[config.mk]
export PLATFORM = sky130hd
export DESIGN_NAME = regstat_bind_unit
export DESIGN_NICKNAME = d
export VERILOG_FILES = /design/src/rtl/regstat_pkg.sv /design/src/rtl/regstat_table.sv /design/src/rtl/regstat_valfile.sv /design/src/rtl/regstat_lookup.sv /design/src/rtl/regstat_bind_unit.sv
export SDC_FILE = /design/constraint.sdc
export NUM_CORES = 2
export LEC_CHECK = 0
export BUFFER_PORTS_ARGS = -buffer_cell sky130_fd_sc_hd__buf_2
export CAP_MARGIN = 20
export CORE_ASPECT_RATIO = 0.5
export CORE_MARGIN = 2
export CORE_UTILIZATION = 42
export CTS_CLUSTER_SIZE = 14
export DETAILED_ROUTE_END_ITERATION = 7
export PLACE_DENSITY_LB_ADDON = 0.15
export REMOVE_ABC_BUFFERS = 1
export SLEW_MARGIN = 0
export SYNTH_ARGS = -nofsm -noshare
export SYNTH_HDL_FRONTEND = slang
export SYNTH_SLANG_ARGS = --single-unit
[constraint.sdc]
create_clock -name clk -period 9.8 [get_ports clk]
set_input_delay 1.47 -clock clk [delete_from_list [all_inputs] [get_ports clk]]
set_output_delay 1.47 -clock clk [all_outputs]
set_load 0.03 [all_outputs]
[src/rtl/regstat_pkg.sv]
package regstat_pkg;
    localparam int unsigned RS_NREGS_DEF  = 16;
    localparam int unsigned RS_DATA_W_DEF = 32;
    localparam int unsigned RS_TAG_W_DEF  = 4;

    // Where a source lookup takes its answer from.
    typedef enum logic [1:0] {
        SRC_FILE    = 2'd0,
        SRC_BYPASS  = 2'd1,
        SRC_PENDING = 2'd2
    } src_kind_e;

    // A tag of zero means "no producer".
    function automatic logic tag_live(input logic [7:0] tag);
        return tag != 8'd0;
    endfunction
endpackage

[src/rtl/regstat_table.sv]
module regstat_table
    import regstat_pkg::*;
#(
    parameter int unsigned NREGS = RS_NREGS_DEF,
    parameter int unsigned TAG_W = RS_TAG_W_DEF,
    localparam int unsigned IDX_W = $clog2(NREGS)
) (
    input  logic             clk,
    input  logic             rst,
    input  logic             iss_valid,
    input  logic [IDX_W-1:0] iss_dst,
    input  logic [TAG_W-1:0] iss_tag,
    input  logic             bus_valid,
    input  logic [TAG_W-1:0] bus_tag,
    output logic [TAG_W-1:0] stat_q [NREGS],
    output logic             hit_vec [NREGS]
);
    for (genvar k = 0; k < NREGS; k++) begin : g_entry
        logic bind_here;

        always_comb begin
            hit_vec[k] = bus_valid && tag_live(8'(stat_q[k])) && (stat_q[k] == bus_tag);
            bind_here  = iss_valid && (iss_dst == IDX_W'(k));
        end

        // A new binding from issue takes priority over a clear from the bus.
        always_ff @(posedge clk) begin
            if (rst) begin
                stat_q[k] <= '0;
            end else if (bind_here) begin
                stat_q[k] <= iss_tag;
            end else if (hit_vec[k]) begin
                stat_q[k] <= '0;
            end
        end
    end
endmodule

[src/rtl/regstat_valfile.sv]
module regstat_valfile
    import regstat_pkg::*;
#(
    parameter int unsigned NREGS  = RS_NREGS_DEF,
    parameter int unsigned DATA_W = RS_DATA_W_DEF,
    localparam int unsigned IDX_W = $clog2(NREGS)
) (
    input  logic              clk,
    input  logic              rst,
    input  logic              hit_vec [NREGS],
    input  logic [DATA_W-1:0] bus_data,
    input  logic              pre_we,
    input  logic [IDX_W-1:0]  pre_idx,
    input  logic [DATA_W-1:0] pre_data,
    output logic [DATA_W-1:0] val_q [NREGS]
);
    for (genvar k = 0; k < NREGS; k++) begin : g_word
        always_ff @(posedge clk) begin
            if (rst) begin
                val_q[k] <= '0;
            end else if (hit_vec[k]) begin
                val_q[k] <= bus_data;
            end else if (pre_we && (pre_idx == IDX_W'(k))) begin
                val_q[k] <= pre_data;
            end
        end
    end
endmodule

[src/rtl/regstat_lookup.sv]
module regstat_lookup
    import regstat_pkg::*;
#(
    parameter int unsigned NREGS  = RS_NREGS_DEF,
    parameter int unsigned DATA_W = RS_DATA_W_DEF,
    parameter int unsigned TAG_W  = RS_TAG_W_DEF,
    localparam int unsigned IDX_W = $clog2(NREGS)
) (
    input  logic [IDX_W-1:0]  src,
    input  logic [TAG_W-1:0]  stat_q [NREGS],
    input  logic [DATA_W-1:0] val_q [NREGS],
    input  logic              bus_valid,
    input  logic [TAG_W-1:0]  bus_tag,
    input  logic [DATA_W-1:0] bus_data,
    output logic [DATA_W-1:0] out_val,
    output logic [TAG_W-1:0]  out_tag
);
    logic [TAG_W-1:0] cur_tag;
    src_kind_e        kind;

    always_comb begin
        cur_tag = stat_q[src];
        if (!tag_live(8'(cur_tag))) begin
            kind = SRC_FILE;
        end else if (bus_valid && (cur_tag == bus_tag)) begin
            kind = SRC_BYPASS;
        end else begin
            kind = SRC_PENDING;
        end

        unique case (kind)
            SRC_FILE: begin
                out_val = val_q[src];
                out_tag = '0;
            end
            SRC_BYPASS: begin
                out_val = bus_data;
                out_tag = '0;
            end
            default: begin
                out_val = '0;
                out_tag = cur_tag;
            end
        endcase
    end
endmodule

[src/rtl/regstat_bind_unit.sv]
module regstat_bind_unit
    import regstat_pkg::*;
#(
    parameter int unsigned NREGS  = RS_NREGS_DEF,
    parameter int unsigned DATA_W = RS_DATA_W_DEF,
    parameter int unsigned TAG_W  = RS_TAG_W_DEF,
    localparam int unsigned IDX_W = $clog2(NREGS),
    localparam int unsigned NPORT = 2
) (
    input  logic              clk,
    input  logic              rst,
    input  logic              iss_valid,
    input  logic [IDX_W-1:0]  iss_src_a,
    input  logic [IDX_W-1:0]  iss_src_b,
    input  logic [IDX_W-1:0]  iss_dst,
    input  logic [TAG_W-1:0]  iss_tag,
    output logic [DATA_W-1:0] rd_a_val,
    output logic [TAG_W-1:0]  rd_a_tag,
    output logic [DATA_W-1:0] rd_b_val,
    output logic [TAG_W-1:0]  rd_b_tag,
    input  logic              bus_valid,
    input  logic [TAG_W-1:0]  bus_tag,
    input  logic [DATA_W-1:0] bus_data,
    input  logic              pre_we,
    input  logic [IDX_W-1:0]  pre_idx,
    input  logic [DATA_W-1:0] pre_data
);
    logic [TAG_W-1:0]  stat_q  [NREGS];
    logic              hit_vec [NREGS];
    logic [DATA_W-1:0] val_q   [NREGS];
    logic [IDX_W-1:0]  port_src [NPORT];
    logic [DATA_W-1:0] port_val [NPORT];
    logic [TAG_W-1:0]  port_tag [NPORT];

    regstat_table #(.NREGS(NREGS), .TAG_W(TAG_W)) table_i (
        .clk       (clk),
        .rst       (rst),
        .iss_valid (iss_valid),
        .iss_dst   (iss_dst),
        .iss_tag   (iss_tag),
        .bus_valid (bus_valid),
        .bus_tag   (bus_tag),
        .stat_q    (stat_q),
        .hit_vec   (hit_vec)
    );

    regstat_valfile #(.NREGS(NREGS), .DATA_W(DATA_W)) file_i (
        .clk      (clk),
        .rst      (rst),
        .hit_vec  (hit_vec),
        .bus_data (bus_data),
        .pre_we   (pre_we),
        .pre_idx  (pre_idx),
        .pre_data (pre_data),
        .val_q    (val_q)
    );

    assign port_src[0] = iss_src_a;
    assign port_src[1] = iss_src_b;

    for (genvar p = 0; p < NPORT; p++) begin : g_port
        regstat_lookup #(.NREGS(NREGS), .DATA_W(DATA_W), .TAG_W(TAG_W)) look_i (
            .src       (port_src[p]),
            .stat_q    (stat_q),
            .val_q     (val_q),
            .bus_valid (bus_valid),
            .bus_tag   (bus_tag),
            .bus_data  (bus_data),
            .out_val   (port_val[p]),
            .out_tag   (port_tag[p])
        );
    end

    assign rd_a_val = port_val[0];
    assign rd_a_tag = port_tag[0];
    assign rd_b_val = port_val[1];
    assign rd_b_tag = port_tag[1];
endmodule

Yosys cells after proc, flatten, opt, wreduce, memory -nomap -nowiden
Cells that the tools add are included.

Bits in registers: 576. Bits of input ports: 93. Output and inout bits: 72. Logic and storage cells: 292.

$lt $le $gt $ge: 2. Equality and inequality tests: 50. Muxes and demuxes: 84. Bitwise gates (word level): 2. Reductions and logical operators: 122.

Operators by type and width (number): $mux 32 (36); $bmux 32 s4 (2); $mux 4 (38); $pmux 32 s2 (2); $eq 4x4->1 (18); $reduce_bool 4->1 (18); $logic_and 1x1->1 (66); $eq 4x4->1 const B (16); $reduce_bool 2->1 (32); $bmux 4 s4 (2); $eq 4x3->1 const B (8); $eq 4x2->1 const B (4); $ge 5x5->1 const B (2); $not 4->5 (2); $eq 4x1->1 const B (2); $logic_not 4->1 (2); $mux 2 (4); $eq 2x1->1 const B (2); $logic_not 2->1 (2); $reduce_or 2->1 (2).

Longest topological paths before layout
Depth in word-level cells: 11. Gate-level depth with buffers: 11. Mapped depth without buffers: 6.

Hierarchy
A second synthesis with hierarchy kept.

Cell total of the unflattened synthesis: 3636. Area total of the unflattened synthesis: 39386.5 µm².

Modules (own cells, without submodules): regstat_valfile (instances 1, cells each 2472, area an instance 25236.7 µm², seq. area each 10249.8 µm²); regstat_lookup (instances 2, cells each 382, area an instance 5376.4 µm², seq. area each 0.0 µm²); regstat_table (instances 1, cells each 400, area an instance 3397.0 µm², seq. area each 1281.2 µm²).

Worst setup path after synthesis
No wires, ideal clock.

Kind: in2out. Start point: in iss_src_a[1]. End point: out rd_a_val[10]. Data arrival time: 4.384 ns. Data required time: 8.330 ns. Slack: 3.946 ns. Stages: 8. Path buffers: 3. Cells stage by stage: buf_4 -> buf_2 -> mux4_2 -> mux2i_1 -> xnor2_1 -> nand3_1 -> clkbuf_1 -> o41ai_1.

Word-level cells in the longest chain between the ends: 10. Elaborated cells between the ends (all ways): 15. Classes of those cells: eq/ne: 2; mux: 9; bitwise: 1; reduce/logical: 3.

RTL lines: from (decl) (RTL line regstat_bind_unit.sv:13) `input logic [IDX_W-1:0] iss_src_a,`; $not 4->5 (implied by the code) (*) (RTL line regstat_lookup.sv:22, regstat_lookup.sv:33); $bmux 4 s4 (RTL line regstat_lookup.sv:22) `cur_tag = stat_q[src];`; $mux 4 (implied by the code) (2 in a row) (RTL line regstat_lookup.sv:22); $eq 4x4->1 (RTL line regstat_lookup.sv:25) `end else if (bus_valid && (cur_tag == bus_tag)) begin`; $logic_and 1x1->1 (RTL line regstat_lookup.sv:25); $mux 2 (RTL line regstat_lookup.sv:25); $mux 2 (RTL line regstat_lookup.sv:23) `if (!tag_live(8'(cur_tag))) begin`; $eq 2x1->1 or $logic_not 2->1 (tied branches) (RTL line regstat_lookup.sv:31) `unique case (kind)`; $pmux 32 s2 (*) (RTL line regstat_lookup.sv:31); to (decl) (RTL line regstat_bind_unit.sv:17) `output logic [DATA_W-1:0] rd_a_val,`.

Every way passes the cells marked *; elsewhere a longest branch is shown, timed or not. The select of a mux whose other input is x is not followed.

Final worst setup path
Start point: in iss_src_b[0]. End point: out rd_b_val[26].

Word-level cells in the longest chain between the ends: 10. Elaborated cells between the ends (all ways): 15. Classes of those cells: eq/ne: 2; mux: 9; bitwise: 1; reduce/logical: 3.

RTL lines: from (decl) (RTL line regstat_bind_unit.sv:14) `input logic [IDX_W-1:0] iss_src_b,`; $not 4->5 (implied by the code) (*) (RTL line regstat_lookup.sv:22, regstat_lookup.sv:33); $bmux 4 s4 (RTL line regstat_lookup.sv:22); $mux 4 (implied by the code) (2 in a row) (RTL line regstat_lookup.sv:22); $eq 4x4->1 (RTL line regstat_lookup.sv:25); $logic_and 1x1->1 (RTL line regstat_lookup.sv:25); $mux 2 (RTL line regstat_lookup.sv:25); $mux 2 (RTL line regstat_lookup.sv:23); $eq 2x1->1 or $logic_not 2->1 (tied branches) (RTL line regstat_lookup.sv:31); $pmux 32 s2 (*) (RTL line regstat_lookup.sv:31); to (decl) (RTL line regstat_bind_unit.sv:19) `output logic [DATA_W-1:0] rd_b_val,`.

Marks and branches as above.

==> out/metrics.csv <==
metric;value;unit
min_path_type;flop to flop;
coreArea;84400;sq um
synth_seq_cells;576;
cp_top_family;buffers and inverters;
vias_per_cell;6.66;
portBuffers;164;
groute.usage.overall;0.305;
syn_to_final_growth;8.59;%
fin_worst_skew;40.6;ps
switchingPower;1550;uW
synthTopCellsByArea;dfxtp_1 (32%), mux4_2 (21%), mux2i_1 (16%);
cts_buffer_depth;3;
combinationalPowerShare;0.120;
grt.overflow.total;0;
ios;165;
setup_viol;0;
antenna_found_initial;2;
cts.repair.resized;0;
critPathRequiredTime;8330;ps
cts_hold_buf;0;
p_int;3970;uW
die_h;211;microns
grt_pass1_wl;201000;microns
ir_drop;0.122;mV
synthesis.instances;3616;
synthArstFlopShare;0;
clk_pin_slew;70;ps
clkPwrFrac;0.444;
finalCritPeriodShare;0.738;
drt_pass1_iterations;5;
vias;30609;
crit_arrival;5770;ps
rsz0062_at_grt;false;
die_x;418;microns
cp_slowest_cell;o41ai_1;
nets;3525;
worst-path-buf-inv;4;
switching_share;0.281;
cts_htree_levels;2;
grt_max_degree;189;
netlist_area;36000;sq um
cts_tree;done;
slew_headroom;0.201;
netlist.area_leader.share;0.321;
root_buffer;clkbuf_16;
antenna_left;0;
placed_area;37000;sq um
synthFlopType;dfxtp_1;
wl_per_cell;29.7;microns
crit_type;primary input to output pin;
period_needed;7240;ps
hold_viol;0;
start_kind;primary input;
syn_avg_cell_area;9.95;sq um
gp_congestion;0.919;
drt_iter0_drc;3628;
die_area;88200;sq um
rrSetupSlack;7140;ps
worstPathMaxFanout;76;
row_count;75;
crit_chain;buf_8 > mux2i_1 > mux4_2 > mux2i_1 > and3b_2 > buf_4 > and2_2 > buf_4 > o41ai_1 > buf_2;
cts_buffers;57;
cts_num_sinks;576;
layout-drive-gt1-share;0.196;
leakage;0.0143;uW
synth_top_area_cell;dfxtp_1;
cts.repair_timing.setup_buffer_count;0;
status;complete, no violations;
first_global_vias;28888;
synth_cell_types;49;
slowest_delay;760;ps
dp_hpwl;73900;microns
synth_seq_area_share;0.321;
finalWirelength;136000;microns
worst_slew_pin_slew;1200;ps
clock_latency;680;ps
setup_tns;0;ps
start_util;0.426;
power_frac_seq;0.436;
maxCapViolations;0;
worst_setup_path_end_kind;output pin;
synth_edf_count;0;
fmaxAchievable;138;MHz
drc_errors;0;
synthesis.yosys.warnings;0;
drv_slew;0;
p_per_area;141;nW/um^2
final_cell_area;39100;sq um
worst register-to-register path: stages (launching register included):
cell and delay (ps):
dfxtp_1 400, nor3_1 200, nor3_1 70, a21o_1 170, nand4_1 520, buf_4 850
nor2_1 130, a211oi_1 250
through the flow:
stage          power, uW  worst slack (ps)  utilization  hold WS [ps]  instances
5_1_grt             5670              2410        0.463           554       4596
3_3_place_gp        3110              2660        0.439           511       4489
4_1_cts             5540              2600        0.463           532       4594
3_5_place_dp        3110              2620        0.439           519       4489
2_1_floorplan       2740              3540            -           477       3152
6_report            5520              2560        0.463           537       4596
metal layers:
layer	track usage	share of wire	vias up
met5	0	0	-
met4	0.0956	0.031	0
met3	0.0486	0.089	258
met2	0.474	0.45	1529
met1	0.435	0.43	15446
li1	-	-	13376
cells in the final DEF (no fill, tap or decap), types with 17 or more instances in the layout:
cell type / synthesis / routed
dfxtp_1: 576 / 576
mux2i_1: 568 / 568
nor2_1: 555 / 546
a211oi_1: 513 / 513
mux4_2: 328 / 328
buf_2: 19 / 156
nand2_1: 121 / 120
nand3_1: 106 / 105
a21oi_1: 72 / 72
o41ai_1: 61 / 61
clkbuf_16: 0 / 58
buf_4: 9 / 58
nor3_1: 43 / 43
inv_1: 34 / 34
xor2_1: 32 / 32
xnor2_1: 19 / 19
a21o_1: 17 / 17
clkbuf_8: 0 / 17
worst paths after layout:
| path | startpoint | endpoint | cells after the start |
|---|---|---|---|
| setup / recovery | iss_src_b[0] | rd_b_val[26] | 10 |
| hold / removal | table_i.stat_q[58] | table_i.stat_q[58] | 2 |
| setup reg to reg | table_i.stat_q[9] | file_i.val_q[94] | 7 |
| hold reg to reg | table_i.stat_q[58] | table_i.stat_q[58] | 2 |
registers in the layout, indices dropped and copies added, names as in the netlist:
name / cells
table_i.stat_q: 64
file_i.val_q: 512
cell usage after synthesis, drive strengths merged (2+ instances only):
cell / n
a211oi: 513
a21boi: 2
a21o: 17
a21oi: 72
a22o: 3
a22oi: 13
a2bb2oi: 2
and2: 3
and3: 3
buf: 117
clkbuf: 347
dfxtp: 576
inv: 34
mux2: 10
mux2i: 568
mux4: 328
nand2: 121
nand2b: 10
nand3: 106
nand3b: 5
nand4: 16
nor2: 555
nor2b: 8
nor3: 43
nor3b: 2
nor4: 3
o211ai: 2
o21a: 3
o21ai: 2
o22ai: 3
o31a: 2
o31ai: 2
o41ai: 64
or3: 3
xnor2: 19
xor2: 32
kinds of logic after synthesis:
family,after synthesis,synth area share
compound gates,704,0.145
flops,576,0.321
mux,906,0.366
buf+inv,498,0.0538
simple gates,881,0.101
xor+xnor,51,0.0124
power by group through the flow:
stage / clock network, uW / logic (uW) / registers, uW
detailed placement: 0 / 653 / 2460
finish: 2450 / 665 / 2410
global placement: 0 / 648 / 2460
floorplan: 0 / 292 / 2450
global route: 2570 / 696 / 2410
CTS: 2470 / 656 / 2410
layout make-up:
cell class                 count  area, sq um
antenna                        2         5.00
clock buffer                  83         1700
clock inverter                22          324
fill                        7754        45300
inverter                      34          128
multi-input combinational   2542        22700
sequential                   576        11500
tap                         1116         1400
timing repair buffer         221         1330
(Power assumes the default switching activity.)
